`config.mk`:
```
export PLATFORM = sky130hd
export DESIGN_NAME = xfer_addr_seq
export DESIGN_NICKNAME = d
export VERILOG_FILES = /design/src/rtl/xfer_seq_pkg.sv /design/src/rtl/xfer_single_calc.sv /design/src/rtl/xfer_list_walker.sv /design/src/rtl/xfer_seq_fsm.sv /design/src/rtl/xfer_addr_seq.sv
export SDC_FILE = /design/constraint.sdc
export NUM_CORES = 1
export LEC_CHECK = 0
export CAP_MARGIN = 20
export CORE_MARGIN = 2
export CORE_UTILIZATION = 57
export DETAILED_ROUTE_END_ITERATION = 16
export DONT_BUFFER_PORTS = 1
export GPL_TIMING_DRIVEN = 0
export PLACE_DENSITY_LB_ADDON = 0.2
export RECOVER_POWER = 50
export SLEW_MARGIN = 0
export SYNTH_ARGS = -nofsm -noshare
export SYNTH_HDL_FRONTEND = slang
export SYNTH_HIERARCHICAL = 1
export SYNTH_SLANG_ARGS = --single-unit
```
`constraint.sdc`:
```
create_clock -name clk -period 3.7 [get_ports clk]
set_input_delay 0 -clock clk [delete_from_list [all_inputs] [get_ports clk]]
set_output_delay 0 -clock clk [all_outputs]
set_load 0.005 [all_outputs]
```
`src/rtl/xfer_seq_pkg.sv`:
```
package xfer_seq_pkg;

   typedef enum logic [1:0] {
      IDX_OFFSET  = 2'd0,
      IDX_PRE_WB  = 2'd1,
      IDX_POST_WB = 2'd2,
      IDX_RSVD    = 2'd3
   } idx_mode_e;

   typedef enum logic [1:0] {
      ST_IDLE = 2'd0,
      ST_XFER = 2'd1,
      ST_DONE = 2'd2
   } seq_state_e;

endpackage

```
`src/rtl/xfer_single_calc.sv`:
```
module xfer_single_calc
   import xfer_seq_pkg::*;
#(
   parameter int ADDR_W = 32
) (
   input  logic [1:0]        mode,
   input  logic [ADDR_W-1:0] base,
   input  logic [ADDR_W-1:0] offset,
   output logic [ADDR_W-1:0] acc_addr,
   output logic [ADDR_W-1:0] new_base,
   output logic              wb_en
);
   idx_mode_e   mode_e;
   logic [ADDR_W-1:0] sum;

   assign mode_e = idx_mode_e'(mode);
   assign sum    = base + offset;   // two's complement wraps naturally

   always_comb begin
      new_base = sum;
      unique case (mode_e)
         IDX_PRE_WB: begin
            acc_addr = sum;
            wb_en    = 1'b1;
         end
         IDX_POST_WB: begin
            acc_addr = base;
            wb_en    = 1'b1;
         end
         default: begin             // offset mode and the spare code
            acc_addr = sum;
            wb_en    = 1'b0;
         end
      endcase
   end
endmodule

```
`src/rtl/xfer_list_walker.sv`:
```
module xfer_list_walker #(
   parameter int ADDR_W     = 32,
   parameter int NREG       = 16,
   parameter int WORD_BYTES = 4,
   localparam int REG_W     = $clog2(NREG),
   localparam int CNT_W     = $clog2(NREG + 1)
) (
   input  logic              clk,
   input  logic              rst_n,
   input  logic              load,
   input  logic              advance,
   input  logic [NREG-1:0]   list_in,
   input  logic [ADDR_W-1:0] base_in,
   input  logic              inc_before,
   output logic [REG_W-1:0]  cur_reg,
   output logic [ADDR_W-1:0] cur_addr,
   output logic              last_beat,
   output logic              list_empty,
   output logic [CNT_W-1:0]  list_count
);
   localparam logic [ADDR_W-1:0] STEP = ADDR_W'(WORD_BYTES);

   logic [NREG-1:0] pend_q;
   logic [NREG-1:0] below_empty;
   logic [NREG-1:0] low_oh;

   // per-bit "nothing pending below me" terms
   for (genvar g = 0; g < NREG; g++) begin : g_prio
      if (g == 0) begin : g_first
         assign below_empty[g] = 1'b1;
      end else begin : g_rest
         assign below_empty[g] = ~|pend_q[g-1:0];
      end
   end

   assign low_oh    = pend_q & below_empty;
   assign last_beat = ~|(pend_q & ~low_oh);
   assign list_empty = ~|list_in;

   always_comb begin
      cur_reg = '0;
      for (int i = 0; i < NREG; i++)
         if (low_oh[i]) cur_reg = cur_reg | REG_W'(i);
   end

   always_comb begin
      list_count = '0;
      for (int i = 0; i < NREG; i++)
         list_count = list_count + CNT_W'(list_in[i]);
   end

   always_ff @(posedge clk or negedge rst_n) begin
      if (!rst_n) begin
         pend_q   <= '0;
         cur_addr <= '0;
      end else if (load) begin
         pend_q   <= list_in;
         cur_addr <= inc_before ? base_in + STEP : base_in;
      end else if (advance) begin
         pend_q   <= pend_q & ~low_oh;
         cur_addr <= cur_addr + STEP;
      end
   end

   // registers leave in strictly rising index order
   AST_REG_ASCEND: assert property (@(posedge clk) disable iff (!rst_n)
      advance && !last_beat |=> cur_reg > $past(cur_reg)) else $error("order");

endmodule

```
`src/rtl/xfer_seq_fsm.sv`:
```
module xfer_seq_fsm
   import xfer_seq_pkg::*;
(
   input  logic clk,
   input  logic rst_n,
   input  logic start,
   input  logic req_multi,
   input  logic req_empty,
   input  logic run_multi,
   input  logic last_beat,
   output logic accept,
   output logic busy,
   output logic done
);
   seq_state_e state_q, state_d;

   assign accept = start && (state_q == ST_IDLE);
   assign busy   = (state_q == ST_XFER);
   assign done   = (state_q == ST_DONE);

   always_comb begin
      state_d = state_q;
      unique case (state_q)
         ST_IDLE: if (accept) state_d = (req_multi && req_empty) ? ST_DONE : ST_XFER;
         ST_XFER: if (!run_multi || last_beat) state_d = ST_DONE;
         ST_DONE: state_d = ST_IDLE;
         default: state_d = ST_IDLE;
      endcase
   end

   always_ff @(posedge clk or negedge rst_n) begin
      if (!rst_n) state_q <= ST_IDLE;
      else        state_q <= state_d;
   end

   AST_DONE_PULSE: assert property (@(posedge clk) disable iff (!rst_n)
      done |=> !done && !busy) else $error("done width");
   AST_BUSY_ENDS_IN_DONE: assert property (@(posedge clk) disable iff (!rst_n)
      busy |=> busy || done) else $error("busy exit");

endmodule

```
`src/rtl/xfer_addr_seq.sv`:
```
module xfer_addr_seq #(
   parameter int ADDR_W     = 32,
   parameter int NREG       = 16,
   parameter int WORD_BYTES = 4,
   localparam int REG_W     = $clog2(NREG),
   localparam int CNT_W     = $clog2(NREG + 1),
   localparam int STEP_SH   = $clog2(WORD_BYTES)
) (
   input  logic              clk,
   input  logic              rst_n,
   input  logic              start,
   input  logic              multi,
   input  logic [1:0]        idx_mode,
   input  logic              inc_before,
   input  logic              list_wb,
   input  logic [ADDR_W-1:0] base,
   input  logic [ADDR_W-1:0] offset,
   input  logic [NREG-1:0]   reg_list,
   input  logic [REG_W-1:0]  single_reg,
   output logic              busy,
   output logic              done,
   output logic              xfer_valid,
   output logic [ADDR_W-1:0] xfer_addr,
   output logic [REG_W-1:0]  xfer_reg,
   output logic              wb_valid,
   output logic [ADDR_W-1:0] wb_value
);
   initial begin
      assert (WORD_BYTES > 0 && (WORD_BYTES & (WORD_BYTES - 1)) == 0)
         else $error("WORD_BYTES must be a power of two");
      assert (NREG >= 2) else $error("NREG too small");
      assert (ADDR_W > STEP_SH + CNT_W) else $error("ADDR_W too narrow");
   end

   logic              accept;
   logic              last_beat, list_empty;
   logic [CNT_W-1:0]  list_count;
   logic [REG_W-1:0]  walk_reg;
   logic [ADDR_W-1:0] walk_addr;
   logic [ADDR_W-1:0] s_addr, s_new_base;
   logic              s_wb_en;

   logic              multi_q, wb_en_q;
   logic [ADDR_W-1:0] s_addr_q, wb_val_q;
   logic [REG_W-1:0]  s_reg_q;

   xfer_single_calc #(.ADDR_W(ADDR_W)) u_single (
      .mode(idx_mode), .base(base), .offset(offset),
      .acc_addr(s_addr), .new_base(s_new_base), .wb_en(s_wb_en)
   );

   xfer_list_walker #(.ADDR_W(ADDR_W), .NREG(NREG), .WORD_BYTES(WORD_BYTES)) u_walk (
      .clk(clk), .rst_n(rst_n),
      .load(accept && multi), .advance(busy && multi_q),
      .list_in(reg_list), .base_in(base), .inc_before(inc_before),
      .cur_reg(walk_reg), .cur_addr(walk_addr),
      .last_beat(last_beat), .list_empty(list_empty), .list_count(list_count)
   );

   xfer_seq_fsm u_fsm (
      .clk(clk), .rst_n(rst_n), .start(start),
      .req_multi(multi), .req_empty(list_empty),
      .run_multi(multi_q), .last_beat(last_beat),
      .accept(accept), .busy(busy), .done(done)
   );

   always_ff @(posedge clk or negedge rst_n) begin
      if (!rst_n) begin
         multi_q  <= 1'b0;
         wb_en_q  <= 1'b0;
         s_addr_q <= '0;
         s_reg_q  <= '0;
         wb_val_q <= '0;
      end else if (accept) begin
         multi_q  <= multi;
         s_addr_q <= s_addr;
         s_reg_q  <= single_reg;
         if (multi) begin
            wb_val_q <= base + (ADDR_W'(list_count) << STEP_SH);
            wb_en_q  <= list_wb;
         end else begin
            wb_val_q <= s_new_base;
            wb_en_q  <= s_wb_en;
         end
      end
   end

   assign xfer_valid = busy;
   assign xfer_addr  = multi_q ? walk_addr : s_addr_q;
   assign xfer_reg   = multi_q ? walk_reg  : s_reg_q;
   assign wb_valid   = done && wb_en_q;
   assign wb_value   = wb_val_q;

   AST_WB_ONLY_AT_DONE: assert property (@(posedge clk) disable iff (!rst_n)
      wb_valid |-> done) else $error("wb outside done");
   AST_SINGLE_ONE_XFER: assert property (@(posedge clk) disable iff (!rst_n)
      xfer_valid && !multi_q |=> done) else $error("single length");
   AST_ADDR_STEP: assert property (@(posedge clk) disable iff (!rst_n)
      xfer_valid && multi_q |=> !xfer_valid || xfer_addr == $past(xfer_addr) + ADDR_W'(WORD_BYTES))
      else $error("address step");
   AST_IDLE_START_TAKEN: assert property (@(posedge clk) disable iff (!rst_n)
      start && !busy && !done && !multi |=> xfer_valid) else $error("start lost");

endmodule

```
==> results.txt, run 1 <==
----------------------------------------------------
[Layout]
  Number of filler cells placed in the layout ... 1329
  Fraction of final layout cells with drive strength greater than 1 ... 0.192
  Area growth from synthesis to final layout ... 22.5%
  Final Net Count ... 1409
  Count of non-filler cells in the finished layout ... 1503
  Summed area of non-filler cells in the final layout ... 12600 µm²

[CTS]
  Clock Sink Count ... 120
  Clock tree from TritonCTS ... yes
  Clock input transition at the sequential cells of the worst setup and hold paths ... 0.06 ns
  Clk_lat worst skew ... 0.43 ns
  Total clock buffers created by CTS ... 17
  Buffer type at the clock tree root ... sky130_fd_sc_hd__clkbuf_16
  Count of H-tree levels built during CTS ... 4
  Clock buffer depth ... 2

[Detailed routing]
  Routed vias/inst ... 6.68
  TritonRoute pass-1 iters ... 7
  Number of antenna-violating nets in the routed design ... 0
  Wire length after detailed routing ... 36100 µm
  Total DRC errors in the routed layout ... 0
  Vias after detailed routing ... 10000
  Number of DRC markers after the initial detailed-route iteration ... 1347
  Routed WL per cell ... 24.0 µm

[Synthesis]
  Post-Synthesis Cells ... 1150
  Sequential fraction of the synthesis area ... 0.293
  Post-synthesis instance area ... 10300 µm²
  Cells taking the most area after synthesis ... sky130_fd_sc_hd__dfrtp_1 (29%), sky130_fd_sc_hd__mux2_2 (9.9%), sky130_fd_sc_hd__ha_1 (5.5%)
  Number of library cell types mapped by synthesis ... 85
  Number of enable flip-flop cells after synthesis ... 0
  Library cell occupying the most area in the post-synthesis netlist ... sky130_fd_sc_hd__dfrtp_1
  Most used DFF post-synth ... sky130_fd_sc_hd__dfrtp_1
  Syn Area/Cell ... 8.93 µm²
  Top-area cell type share of the netlist area ... 0.293
  YS warnings ... 6
  Synthesis-stage register bit count ... 120
  Async set-or-reset flop fraction in the synthesized netlist ... 1.00
  Syn nets ... 1299

[Critical path]
  Kind of start point of the critical path ... input pin
  Required time at the worst-slack endpoint ... 4.01 ns
  Critical path data arrival time ... 4.26 ns
  CP endpoint kind ... register
  Critical path fanouts, max ... 6
  Kind of critical path ... input pin to register

[Global routing]
  Total grt overflow ... 0
  Largest net degree at the start of global routing ... 121
  Initial antenna violation count ... 1
  Vias in the first global route ... 9905
  Gr usage total ... 0.366
  First-pass GRT wire length ... 55000 µm

[STA]
  Largest clock skew in the final design ... 0.00642 ns
  Maximum achievable frequency ... 253 MHz
  Post-layout min period ... 3.95 ns
  Worst Slack Setup Final ... -0.247 ns
  Max transition margin ... -1.04
  Worst slew pin tran ... 3.06 ns
  Number of slew-limit violations in the final report ... 121
  Final critical-path share of the clock period ... 1.07
  Final-report setup violation count ... 26
  Count of endpoints failing hold in the final timing report ... 0
  Unrepaired setup endpoints after global routing ... yes

[Place]
  Post-detailed-placement cell area ... 10700 µm²
  Inst Count DP ... 1379
  Post-detail-place hpwl ... 23500 µm
  Final weighted congestion of routability-driven global placement ... 0.906
  Number of port buffers ... 0

[Floorplanning]
  DIE AREA ... 19100 µm²
  Die Span X ... 138 µm
  Count of pins on the block boundary ... 164
  Height of the die ... 138 µm
  Floorplan row count ... 49
  Initial core utilization ... 0.575
  Core area ... 17800 µm²

[Pwr]
  Power share of the clock group ... 0.199
  Internal power ... 5480 µW
  Sequential group share of total power ... 0.287
  Peak supply drop ... 0.000416 V
  Final Power ... 9370 µW
  Cell leakage power ... 0.00507 µW
  Share of power burned in combinational logic ... 0.515
  Switching part of the total power ... 0.416
  Reported net switching power ... 3900 µW
  Power per cell area ... 746 nW/µm²

[Flow run]
  Max-cap violations ... 1

[Status]
  Status ... finished with violations
  Failing checks ... capacitance limit, slew limit, setup timing

[Worst hold path]
  Path class of the lowest-slack min-delay path ... input pin to register

----------------------------------------------------
==> worst max-delay path, cell delays in order <==
cell	delay, ns
sky130_fd_sc_hd__inv_8	0.01
sky130_fd_sc_hd__fa_1	0.54
sky130_fd_sc_hd__fa_1	0.44
sky130_fd_sc_hd__fa_2	0.56
sky130_fd_sc_hd__fa_2	0.45
sky130_fd_sc_hd__inv_2	0.08
sky130_fd_sc_hd__ha_4	0.13
sky130_fd_sc_hd__inv_2	0.04
sky130_fd_sc_hd__fa_2	0.55
sky130_fd_sc_hd__inv_4	0.05
sky130_fd_sc_hd__ha_4	0.25
sky130_fd_sc_hd__a21o_1	0.17
sky130_fd_sc_hd__nand4_4	0.15
sky130_fd_sc_hd__buf_12	0.18
sky130_fd_sc_hd__a211oi_4	0.31
sky130_fd_sc_hd__mux2i_1	0.26
sky130_fd_sc_hd__nand2_1	0.08
==> kinds of logic after synthesis <==
| kind of cell | after synthesis | share of synthesized area |
|---|---|---|
| flops | 120 | 0.293 |
| simple gates | 386 | 0.205 |
| buf+inv | 117 | 0.0462 |
| xor+xnor | 109 | 0.0943 |
| mux | 122 | 0.130 |
| fa+ha+maj | 57 | 0.0782 |
| compound gates | 239 | 0.153 |
==> synthesized netlist by cell type (3+ instances only) <==
library cell,instances
sky130_fd_sc_hd__a2111oi_2,4
sky130_fd_sc_hd__a211oi_1,8
sky130_fd_sc_hd__a21o_1,16
sky130_fd_sc_hd__a21oi_1,65
sky130_fd_sc_hd__a31oi_1,27
sky130_fd_sc_hd__and2_1,8
sky130_fd_sc_hd__and3_1,22
sky130_fd_sc_hd__and4_1,11
sky130_fd_sc_hd__buf_1,9
sky130_fd_sc_hd__buf_2,8
sky130_fd_sc_hd__clkbuf_1,37
sky130_fd_sc_hd__dfrtp_1,120
sky130_fd_sc_hd__fa_1,12
sky130_fd_sc_hd__ha_1,45
sky130_fd_sc_hd__inv_1,57
sky130_fd_sc_hd__mux2_2,90
sky130_fd_sc_hd__mux2i_1,31
sky130_fd_sc_hd__nand2_1,117
sky130_fd_sc_hd__nand2b_1,9
sky130_fd_sc_hd__nand3_1,43
sky130_fd_sc_hd__nand4_1,31
sky130_fd_sc_hd__nor2_1,45
sky130_fd_sc_hd__nor2b_1,20
sky130_fd_sc_hd__nor3_1,29
sky130_fd_sc_hd__nor4_1,9
sky130_fd_sc_hd__nor4_2,7
sky130_fd_sc_hd__nor4b_1,4
sky130_fd_sc_hd__o211ai_1,5
sky130_fd_sc_hd__o21a_1,6
sky130_fd_sc_hd__o21ai_0,43
sky130_fd_sc_hd__o21ai_1,20
sky130_fd_sc_hd__o21bai_1,7
sky130_fd_sc_hd__o221ai_1,4
sky130_fd_sc_hd__o31ai_1,6
sky130_fd_sc_hd__or3_1,7
sky130_fd_sc_hd__or4_1,3
sky130_fd_sc_hd__xnor2_1,60
sky130_fd_sc_hd__xor2_1,48
==> path summary, 6_finish.rpt <==
path / startpoint / endpoint / slack (ns) / depth (start not counted)
setup / recovery: reg_list[15] / wb_value[31] / -0.25 / 17
hold / removal: base[18] / u_walk/cur_addr[19] / 0.02 / 4
setup reg to reg: multi_q / u_walk/cur_addr[24] / 0.30 / 8
hold reg to reg: s_addr_q[28] / s_addr_q[28] / 0.50 / 1
max in group asynchronous: rst_n / s_addr_q[26] / 0.78 / 2
min in group asynchronous: rst_n / s_addr_q[1] / 1.03 / 2
==> sequential cells by signal (all words and copies together) (netlist names) <==
name,cells
s_addr_q,32
u_walk/cur_addr,32
wb_value,32
u_walk/pend_q,16
s_reg_q,4
u_fsm/state_q,2
multi_q,1
wb_en_q,1
==> per-stage QoR <==
stage	worst slack, ns	setup TNS, ns	util	hold slack (ns)
global route	-0.332	-7.24	0.705	0.0232
floorplan	-0.385	-8.43	-	-0.296
global placement	-0.924	-18.91	0.601	-0.293
CTS	-0.194	-3.77	0.693	-0.240
detailed placement	-0.971	-19.51	0.601	-0.294
finish	-0.247	-4.79	0.705	0.0188
==> cells in the final DEF, fill, tap and decap left out, drive strengths merged, types with 6 or more instances in the layout <==
cell / count
a2111oi: 6
a211oi: 10
a21o: 16
a21oi: 66
a31oi: 27
and2: 8
and3: 23
and4: 12
buf: 41
clkbuf: 59
dfrtp: 120
dlygate4sd3: 67
fa: 12
ha: 45
inv: 58
mux2: 91
mux2i: 31
nand2: 118
nand2b: 9
nand3: 45
nand4: 33
nor2: 45
nor2b: 21
nor3: 29
nor4: 18
nor4b: 6
o21a: 6
o21ai: 64
o21bai: 7
o31ai: 7
or3: 8
xnor2: 60
xor2: 48
==> metal layers <==
| layer | GRT usage | wire (µm) |
|---|---|---|
| met4 | 0.141 | 1620 |
| met1 | 0.480 | 14200 |
| met5 | 0 | 0 |
| met2 | 0.577 | 16200 |
| met3 | 0.105 | 4000 |
==> power by group through the flow <==
stage	clock, µW	combinational [µW]	sequential (µW)
5_1_grt	1910	5170	2760
6_report	1860	4830	2690
3_3_place_gp	0	3610	2640
2_1_floorplan	0	2930	2420
4_1_cts	1860	4380	2650
3_5_place_dp	0	3690	2670
==> layout make-up <==
class | instances | area, µm² | area share
multi-input cells | 913 | 7180 | 0.571
flip-flops and latches | 120 | 3000 | 0.239
repair buffers | 91 | 917 | 0.0729
clock buffers | 19 | 453 | 0.0360
plain buffers | 59 | 293 | 0.0233
well taps | 229 | 287 | 0.0228
inverters | 58 | 238 | 0.0189
clock inverters | 13 | 200 | 0.0159
diodes | 1 | 2.50 | 0.000199
==> repair_timing <==
action / 4_1_cts / 5_1_grt
hold buffers: 67 / 1
gates cloned: 1 / 1
setup endpoints to repair: 26 / 31
endpoints found under the hold margin: 234 / 2
resized for setup: 44 / 26
buffers inserted: 12 / 10
pin swaps: 29 / 33
Note: power is estimated with default switching activity, not from simulation.
==> run 2, diff against run 1 <==
clock period = 4.32 ns   (was 3.7 ns; I/O delays follow)
==> run 2 against run 1 <==
- sequential power down 15%
- via count fell by 4.2%
- die area stayed put
- critical endpoint is now wb_value[15]
- total power is 24% lower
- highest routed layer unchanged
- non-clock buffer count is 26 lower
- critical path depth stayed put
- worst setup slack gained 0.40 ns
- combinational power shrank 31%
- sequential share of layout area increased by 1.4 points
- the flow finishes with violations (capacitance limit, slew limit)
==> results.txt, run 2 (same netlist as run 1, synthesis figures left out) <==
----------------------------------------------------
[Status]
  Status ... finished with violations
  Failing checks ... capacitance limit, slew limit

[Layout]
  FF/Latch Area ... 3000 µm² (unchanged)
  Multi-input combinational cell area ... 6830 µm² (-4.9%)
  Antenna diodes ... 0 (-1)
  Number of filler cells placed in the layout ... 1462 (+10%)
  Final Net Count ... 1383 (-1.8%)
  Most frequent standard cell in the layout excluding fill and tap cells ... sky130_fd_sc_hd__dfrtp_1
  Area growth from synthesis to final layout ... 15.6%
  Count of non-filler cells in the finished layout ... 1476 (-1.8%)
  Fraction of final layout cells with drive strength greater than 1 ... 0.143 (-0.0489)
  Leading cell types in the layout, fill and taps excluded ... sky130_fd_sc_hd__dfrtp_1 (120), sky130_fd_sc_hd__nand2_1 (117), sky130_fd_sc_hd__mux2_2 (90)

[Critical path]
  CP endpoint kind ... register
  Cell repeated most along the worst path ... sky130_fd_sc_hd__fa_1
  CP peak stage delay ... 0.58 ns (+0.02 ns)
  Largest delay contributor family on the critical path ... adder cells
  Critical path fanouts, max ... 10 (+4)
  Kind of start point of the critical path ... input pin
  Critical path cell sequence ... inv_1 > fa_1 > fa_1 > fa_1 > fa_1 > inv_1 > ha_1 > a21o_1 > a21oi_2 > xnor2_2 > ha_2 > a21o_1 > a21oi_4 > buf_6 > a21oi_1 > mux2i_1 > a311o_1
  Library cell contributing the largest single delay on the critical path ... sky130_fd_sc_hd__fa_1
  Buffer and inverter count on the worst path ... 3 (-2)
  Critical path depth ... 17 (unchanged)
  Number of cells traversed by the worst register-to-register path ... 8 (unchanged)
  Required time at the worst-slack endpoint ... 4.63 ns (+0.62 ns)
  Critical path data arrival time ... 4.48 ns (+0.22 ns)
  Kind of critical path ... input pin to register

[Detailed routing]
  Routed WL per cell ... 22.5 µm (-6.5%)
  Routed met1 length ... 13800 µm (-2.9%)
  Met2 Routed Length ... 14700 µm (-9.3%)
  Uppermost routed layer ... met4
  Number of antenna-violating nets in the routed design ... 0 (unchanged)
  Wire length after detailed routing ... 33100 µm (-8.2%)
  Routed vias/inst ... 6.52 (-2.4%)
  Routed length on met3 ... 3140 µm (-22%)
  Number of DRC markers after the initial detailed-route iteration ... 939 (-30%)
  Vias after detailed routing ... 9621 (-4.2%)
  Total DRC errors in the routed layout ... 0 (unchanged)
  TritonRoute pass-1 iters ... 6 (-1)

[Global routing]
  Initial antenna violation count ... 0 (-1)
  Total grt overflow ... 0 (unchanged)
  Largest net degree at the start of global routing ... 121 (unchanged)
  First-pass GRT wire length ... 51200 µm (-6.8%)
  Vias in the first global route ... 9330 (-5.8%)
  Gr usage total ... 0.341 (-0.0249)

[STA]
  Largest clock skew in the final design ... 0.00758 ns (+0.00117 ns)
  Worst slew pin tran ... 3.06 ns (-0.00572 ns)
  Final-report setup violation count ... 0 (-100%)
  Post-layout min period ... 4.17 ns
  Final critical-path share of the clock period ... 0.964
  WHS ... 0.0162 ns (-0.00269 ns)
  Setup TNS ... 0 ns (+4.79 ns)
  Maximum achievable frequency ... 240 MHz
  Unrepaired setup endpoints after global routing ... no
  Number of slew-limit violations in the final report ... 121 (unchanged)
  Max transition margin ... -1.04 (+0.00382)
  Count of endpoints failing hold in the final timing report ... 0 (unchanged)

[Floorplanning]
  Count of pins on the block boundary ... 164 (unchanged)
  Height of the die ... 138 µm (unchanged)
  Core area ... 17800 µm² (unchanged)
  Initial core utilization ... 0.575 (unchanged)
  Floorplan row count ... 49 (unchanged)
  DIE AREA ... 19100 µm² (unchanged)
  Die Span X ... 138 µm (unchanged)

[CTS]
  Total clock buffers created by CTS ... 17 (unchanged)
  Clk_lat worst skew ... 0.43 ns (about the same)
  Buffer type at the clock tree root ... sky130_fd_sc_hd__clkbuf_16
  Clock Sink Count ... 120 (unchanged)
  Clock tree from TritonCTS ... yes
  Clock input transition at the sequential cells of the worst setup and hold paths ... 0.06 ns (about the same)
  Count of H-tree levels built during CTS ... 4 (unchanged)
  Clock buffer depth ... 2 (unchanged)

[Place]
  Post-detail-place hpwl ... 23200 µm (-1.5%)
  Inst Count DP ... 1379 (unchanged)
  Final weighted congestion of routability-driven global placement ... 0.921 (+1.7%)
  Number of port buffers ... 0 (unchanged)

[Pwr]
  Power per cell area ... 598 nW/µm² (-20%)
  Peak supply drop ... 0.000330 V (-21%)
  Cell leakage power ... 0.00480 µW (-5.4%)

[Worst hold path]
  Depth of the worst hold-timing path ... 5 (+1)
  Path class of the lowest-slack min-delay path ... input pin to register

[Flow run]
  Max-cap violations ... 1 (unchanged)

----------------------------------------------------
-- run 2: changes by cell type in the layout (fill, tap and decap cells not counted), sizes merged --
cell         before  now
buf              41   19
bufinv            5    3
clkbuf           59   61
clkinvlp          4    3
diode             1    0
dlygate4sd3      67   63
inv              58   59
-- run 2: report_power, final --
part           switching [µW]  leakage [µW]  internal, µW
Combinational            1820       0.00308          1480
Sequential                592       0.00142          1690
Clock                     551      0.000295           952
Total                    2970       0.00480          4130
-- run 2: final cells by class --
cell class              instances  share of cell area
repair buffers                 65              0.0542
well taps                     229              0.0242
plain buffers                  59              0.0229
inverters                      58              0.0184
clock inverters                11              0.0122
clock buffers                  21              0.0397
multi-input cells             913               0.575
flip-flops and latches        120               0.253
-- run 2: final timing paths --
check / from / to / slack [ns]
max: reg_list[0] / wb_value[15] / 0.15
min: base[14] / wb_value[18] / 0.02
max reg2reg: multi_q / u_walk/cur_addr[17] / 0.90
min reg2reg: s_reg_q[1] / s_reg_q[1] / 0.50
max in group asynchronous: rst_n / u_fsm/state_q[1] / 1.36
min in group asynchronous: rst_n / wb_value[3] / 1.20
-- run 2: timing repair --
action                                 in CTS  in global routing
hold buffers                               64                  0
resized for setup                           1                 12
setup endpoints to repair                   2                 17
setup buffers                               0                  1
pin swaps                                   0                  2
endpoints found under the hold margin     235                  0
-- run 2: layer usage --
layer	vias up	track usage
met1	4642	0.457
met3	104	0.0890
met2	527	0.524
met5	-	0
met4	0	0.150
li1	4348	-
-- run 2: metrics by stage --
step	setup WS, ns	power, µW	util	area, µm²
3_5_place_dp	-0.456	5330	0.592	10600
3_3_place_gp	-0.417	5250	0.592	10600
5_1_grt	0.0229	7490	0.665	11900
6_report	0.154	7090	0.665	11900
4_1_cts	0.00677	6960	0.663	11800
2_1_floorplan	0.0156	4480	-	10300
-- run 2: worst reg2reg max path, delay by kind of cell, from the launching register on --
kind          cells  cell delay (ns)
simple gates      4             1.49
mux               1             0.08
xor+xnor          1             0.17
buf+inv           2             1.13
flops             1             0.39
==> run 3, diff against run 2 <==
SYNTH_HIERARCHICAL = unset   (was 1)
==> run 3 against run 2 <==
- the run ends with capacitance limit, slew limit, setup timing left
- cell count is 2.3% higher
- first-iteration DRC count is 0.32% lower
- synthesized cell count is 3.8% higher
- area after synthesis is 3.3% lower
- clock power hardly changed
- combinational power is 4% lower
- critical path depth is 2 higher
- via count is 0.12% higher
- utilization is 0.66 points higher
- maximum frequency is 10% lower
- largest power group unchanged
==> results.txt, run 3 <==
----------------------------------------------------
[Status]
  Status ... finished with violations
  Failing checks ... capacitance limit, slew limit, setup timing

[STA]
  Max transition margin ... -1.05 (-0.0127)
  Largest clock skew in the final design ... 0.00759 ns (+0.0000117 ns)
  Worst slew pin tran ... 3.08 ns (+0.0191 ns)
  Final-report setup violation count ... 25 (+25)
  Worst Slack Setup Final ... -0.323 ns (-0.477 ns)
  Number of slew-limit violations in the final report ... 121 (unchanged)
  Post-layout min period ... 4.64 ns (+0.477 ns)
  Maximum achievable frequency ... 215 MHz (-10%)
  Unrepaired setup endpoints after global routing ... yes
  Count of endpoints failing hold in the final timing report ... 0 (unchanged)
  Final critical-path share of the clock period ... 1.07 (+0.111)
  Setup TNS ... -5.52 ns (-5.52 ns)

[Synthesis]
  Library cell occupying the most area in the post-synthesis netlist ... sky130_fd_sc_hd__dfrtp_1
  YS warnings ... 0 (-6)
  Cells taking the most area after synthesis ... sky130_fd_sc_hd__dfrtp_1 (30%), sky130_fd_sc_hd__nand2_1 (6.6%), sky130_fd_sc_hd__ha_1 (5.8%)
  Synthesis-stage register bit count ... 120 (unchanged)
  Syn nets ... 1344 (+3.5%)
  Top-area cell type share of the netlist area ... 0.302 (+0.00995)
  Async set-or-reset flop fraction in the synthesized netlist ... 1.00 (unchanged)
  Number of library cell types mapped by synthesis ... 89 (+4.7%)
  Number of enable flip-flop cells after synthesis ... 0 (unchanged)
  Sequential fraction of the synthesis area ... 0.302 (+0.00995)
  Most instantiated cells after synthesis ... sky130_fd_sc_hd__nand2_1 (174), sky130_fd_sc_hd__dfrtp_1 (120), sky130_fd_sc_hd__o21ai_0 (104)
  Most used DFF post-synth ... sky130_fd_sc_hd__dfrtp_1
  Cell with the most instances after synthesis ... sky130_fd_sc_hd__nand2_1
  Post-Synthesis Cells ... 1194 (+3.8%)
  Post-synthesis instance area ... 9930 µm² (-3.3%)
  Syn Area/Cell ... 8.32 µm² (-6.9%)

[Floorplanning]
  Initial core utilization ... 0.578 (+0.00259)
  DIE AREA ... 18500 µm² (-3.2%)
  Die Span X ... 136 µm (-1.6%)
  Core area ... 17200 µm² (-3.7%)
  Floorplan row count ... 48 (-2.0%)
  Height of the die ... 136 µm (-1.6%)
  Count of pins on the block boundary ... 164 (unchanged)

[Place]
  Post-detail-place hpwl ... 25100 µm (+8.4%)
  Worst setup timing slack at the placement stage ... -0.842 ns (-0.387 ns)
  Final weighted congestion of routability-driven global placement ... 0.998 (+8.4%)
  Post-detailed-placement cell area ... 10300 µm² (-2.6%)
  Number of port buffers ... 0 (unchanged)
  Inst Count DP ... 1419 (+2.9%)

[Critical path]
  Library cell contributing the largest single delay on the critical path ... sky130_fd_sc_hd__fa_2
  Required time at the worst-slack endpoint ... 4.68 ns (+0.05 ns)
  Kind of critical path ... input pin to register
  Launch point of the critical path ... reg_list[1]
  Startpoint of the most critical register-to-register path ... u_fsm.state_q[1]
  Critical path cell sequence ... inv_12 > ha_4 > inv_2 > fa_1 > fa_1 > fa_1 > fa_1 > fa_2 > fa_2 > inv_2 > ha_1 > a21o_1 > a21o_1 > a211oi_2 > nor3_2 > xnor2_1 > mux2i_1 > nand2_1 > nand2_1
  Critical path data arrival time ... 5.00 ns (+0.52 ns)
  CP endpoint kind ... register
  CP peak stage delay ... 0.59 ns (about the same)
  Critical path fanouts, max ... 3 (-7)
  Kind of start point of the critical path ... input pin
  Cell repeated most along the worst path ... sky130_fd_sc_hd__fa_1

[CTS]
  Clock buffer depth ... 2 (unchanged)
  Total clock buffers created by CTS ... 17 (unchanged)
  Clk_lat worst skew ... 0.43 ns (about the same)
  Clock input transition at the sequential cells of the worst setup and hold paths ... 0.06 ns (about the same)
  Clock Sink Count ... 120 (unchanged)
  Count of H-tree levels built during CTS ... 4 (unchanged)
  Buffer type at the clock tree root ... sky130_fd_sc_hd__clkbuf_16
  Clock tree from TritonCTS ... yes

[Layout]
  Fraction of final layout cells with drive strength greater than 1 ... 0.112 (-0.0307)
  Count of non-filler cells in the finished layout ... 1510 (+2.3%)
  Area growth from synthesis to final layout ... 16.2%
  Final Net Count ... 1423 (+2.9%)
  Multi-input combinational cell area ... 6520 µm² (-4.5%)
  Number of filler cells placed in the layout ... 1463 (+0.068%)
  Summed area of non-filler cells in the final layout ... 11500 µm² (-2.8%)
  Leading cell types in the layout, fill and taps excluded ... sky130_fd_sc_hd__nand2_1 (174), sky130_fd_sc_hd__dfrtp_1 (120), sky130_fd_sc_hd__o21ai_0 (94)
  FF/Latch Area ... 3000 µm² (unchanged)
  Most frequent standard cell in the layout excluding fill and tap cells ... sky130_fd_sc_hd__nand2_1
  Antenna diodes ... 0 (unchanged)

[Global routing]
  Largest net degree at the start of global routing ... 121 (unchanged)
  Initial antenna violation count ... 1 (+1)
  Total grt overflow ... 0 (unchanged)
  Gr usage total ... 0.374 (+0.0329)
  Global-route track usage on met2 ... 0.582 (+0.0577)
  Most utilized layer in the global route result ... met2
  Met3 capacity usage during global routing ... 0.129 (+0.0404)
  Global Route met1 Usage ... 0.479 (+0.0218)
  Vias in the first global route ... 9416 (+0.92%)
  First-pass GRT wire length ... 52100 µm (+1.6%)

[Pwr]
  Peak supply drop ... 0.000314 V (-5.0%)
  Final Power ... 6920 µW (-2.5%)
  Cell leakage power ... 0.00482 µW (+0.50%)
  Power per cell area ... 600 nW/µm² (+0.30%)

[Detailed routing]
  Number of DRC markers after the initial detailed-route iteration ... 936 (-0.32%)
  Routed vias/inst ... 6.38 (-2.1%)
  TritonRoute pass-1 iters ... 5 (-1)
  Total DRC errors in the routed layout ... 0 (unchanged)
  Routed WL per cell ... 22.6 µm (+0.82%)
  Wire length after detailed routing ... 34200 µm (+3.1%)
  Number of antenna-violating nets in the routed design ... 0 (unchanged)
  Vias after detailed routing ... 9633 (+0.12%)

[Flow run]
  Max-cap violations ... 1 (unchanged)

[Worst hold path]
  Path class of the lowest-slack min-delay path ... input pin to register
  Min-delay src ... base[13]

----------------------------------------------------
run 3: cell types whose count changed after synthesis, moves of 8 or more:
cell / before / now
sky130_fd_sc_hd__o21ai_0: 43 / 104
sky130_fd_sc_hd__nand2_1: 117 / 174
sky130_fd_sc_hd__and3_1: 22 / 14
sky130_fd_sc_hd__nor2b_1: 20 / 9
sky130_fd_sc_hd__o21ai_1: 20 / 7
sky130_fd_sc_hd__mux2i_1: 31 / 21
sky130_fd_sc_hd__inv_1: 57 / 43
sky130_fd_sc_hd__nand4_1: 31 / 11
sky130_fd_sc_hd__nor2_1: 45 / 76
sky130_fd_sc_hd__o211ai_1: 5 / 13
sky130_fd_sc_hd__a31oi_1: 27 / 9
sky130_fd_sc_hd__mux2_2: 90 / 34
run 3: worst paths after layout:
path                                        to  slack [ns]  depth (start not counted)
max reg2reg                u_walk.cur_addr[31]        1.54                          8
min in group asynchronous          wb_value[1]        1.12                          2
max in group asynchronous  u_walk.cur_addr[24]        1.38                          2
max                               wb_value[15]       -0.32                         19
min reg2reg                       s_addr_q[26]        0.48                          2
min                               s_addr_q[13]        0.01                          3
run 3: logic make-up after synthesis:
group / count (synthesis) / synth area share
muxes: 55 / 0.0597
buffers and inverters: 111 / 0.0503
adders and majority gates: 62 / 0.0863
DFF: 120 / 0.302
AOI/OAI and AO/OA: 303 / 0.190
xor gates and xnor gates: 105 / 0.0926
and+or+nand+nor: 438 / 0.218
run 3: cell type report:
cell class              count  share of cell area
multi-input cells         963               0.565
flip-flops and latches    120               0.260
repair buffers             60              0.0509
clock buffers              19              0.0393
plain buffers              66              0.0274
well taps                 225              0.0244
inverters                  45              0.0176
clock inverters            12              0.0152
run 3: per-stage QoR:
step,util,hold WS [ns]
after global routing,0.671,0.0418
after floorplan,-,-0.296
final,0.671,0.0140
after global placement,0.598,-0.294
after detailed placement,0.598,-0.294
after CTS,0.671,0.00152
run 3: worst max-delay path, delay by kind of cell:
kind,cells,cell delay (ns)
XOR/XNOR,1,0.15
AND/OR/NAND/NOR,3,0.33
adder cells (fa/ha/maj),8,3.36
AO/OA/AOI/OAI,3,0.75
multiplexers,1,0.31
buffers and inverters,3,0.10
run 3: timing repair:
action,in CTS,in global routing
pin swaps,16,4
setup buffers,3,2
hold buffers,55,0
resized for setup,10,4
endpoints found under the hold margin,209,0
cloned,0,0
setup endpoints to repair,25,25
run 3: layer usage:
metal	up-vias	part of all wire
met1	4585	0.41
met2	555	0.45
met5	-	0.00038
met3	101	0.11
met4	2	0.034
li1	4390	-
run 3: power breakdown:
part           switching, µW  total [µW]  internal (µW)
Clock                    544        1530            990
Combinational           1850        3180           1320
Sequential               541        2210           1670
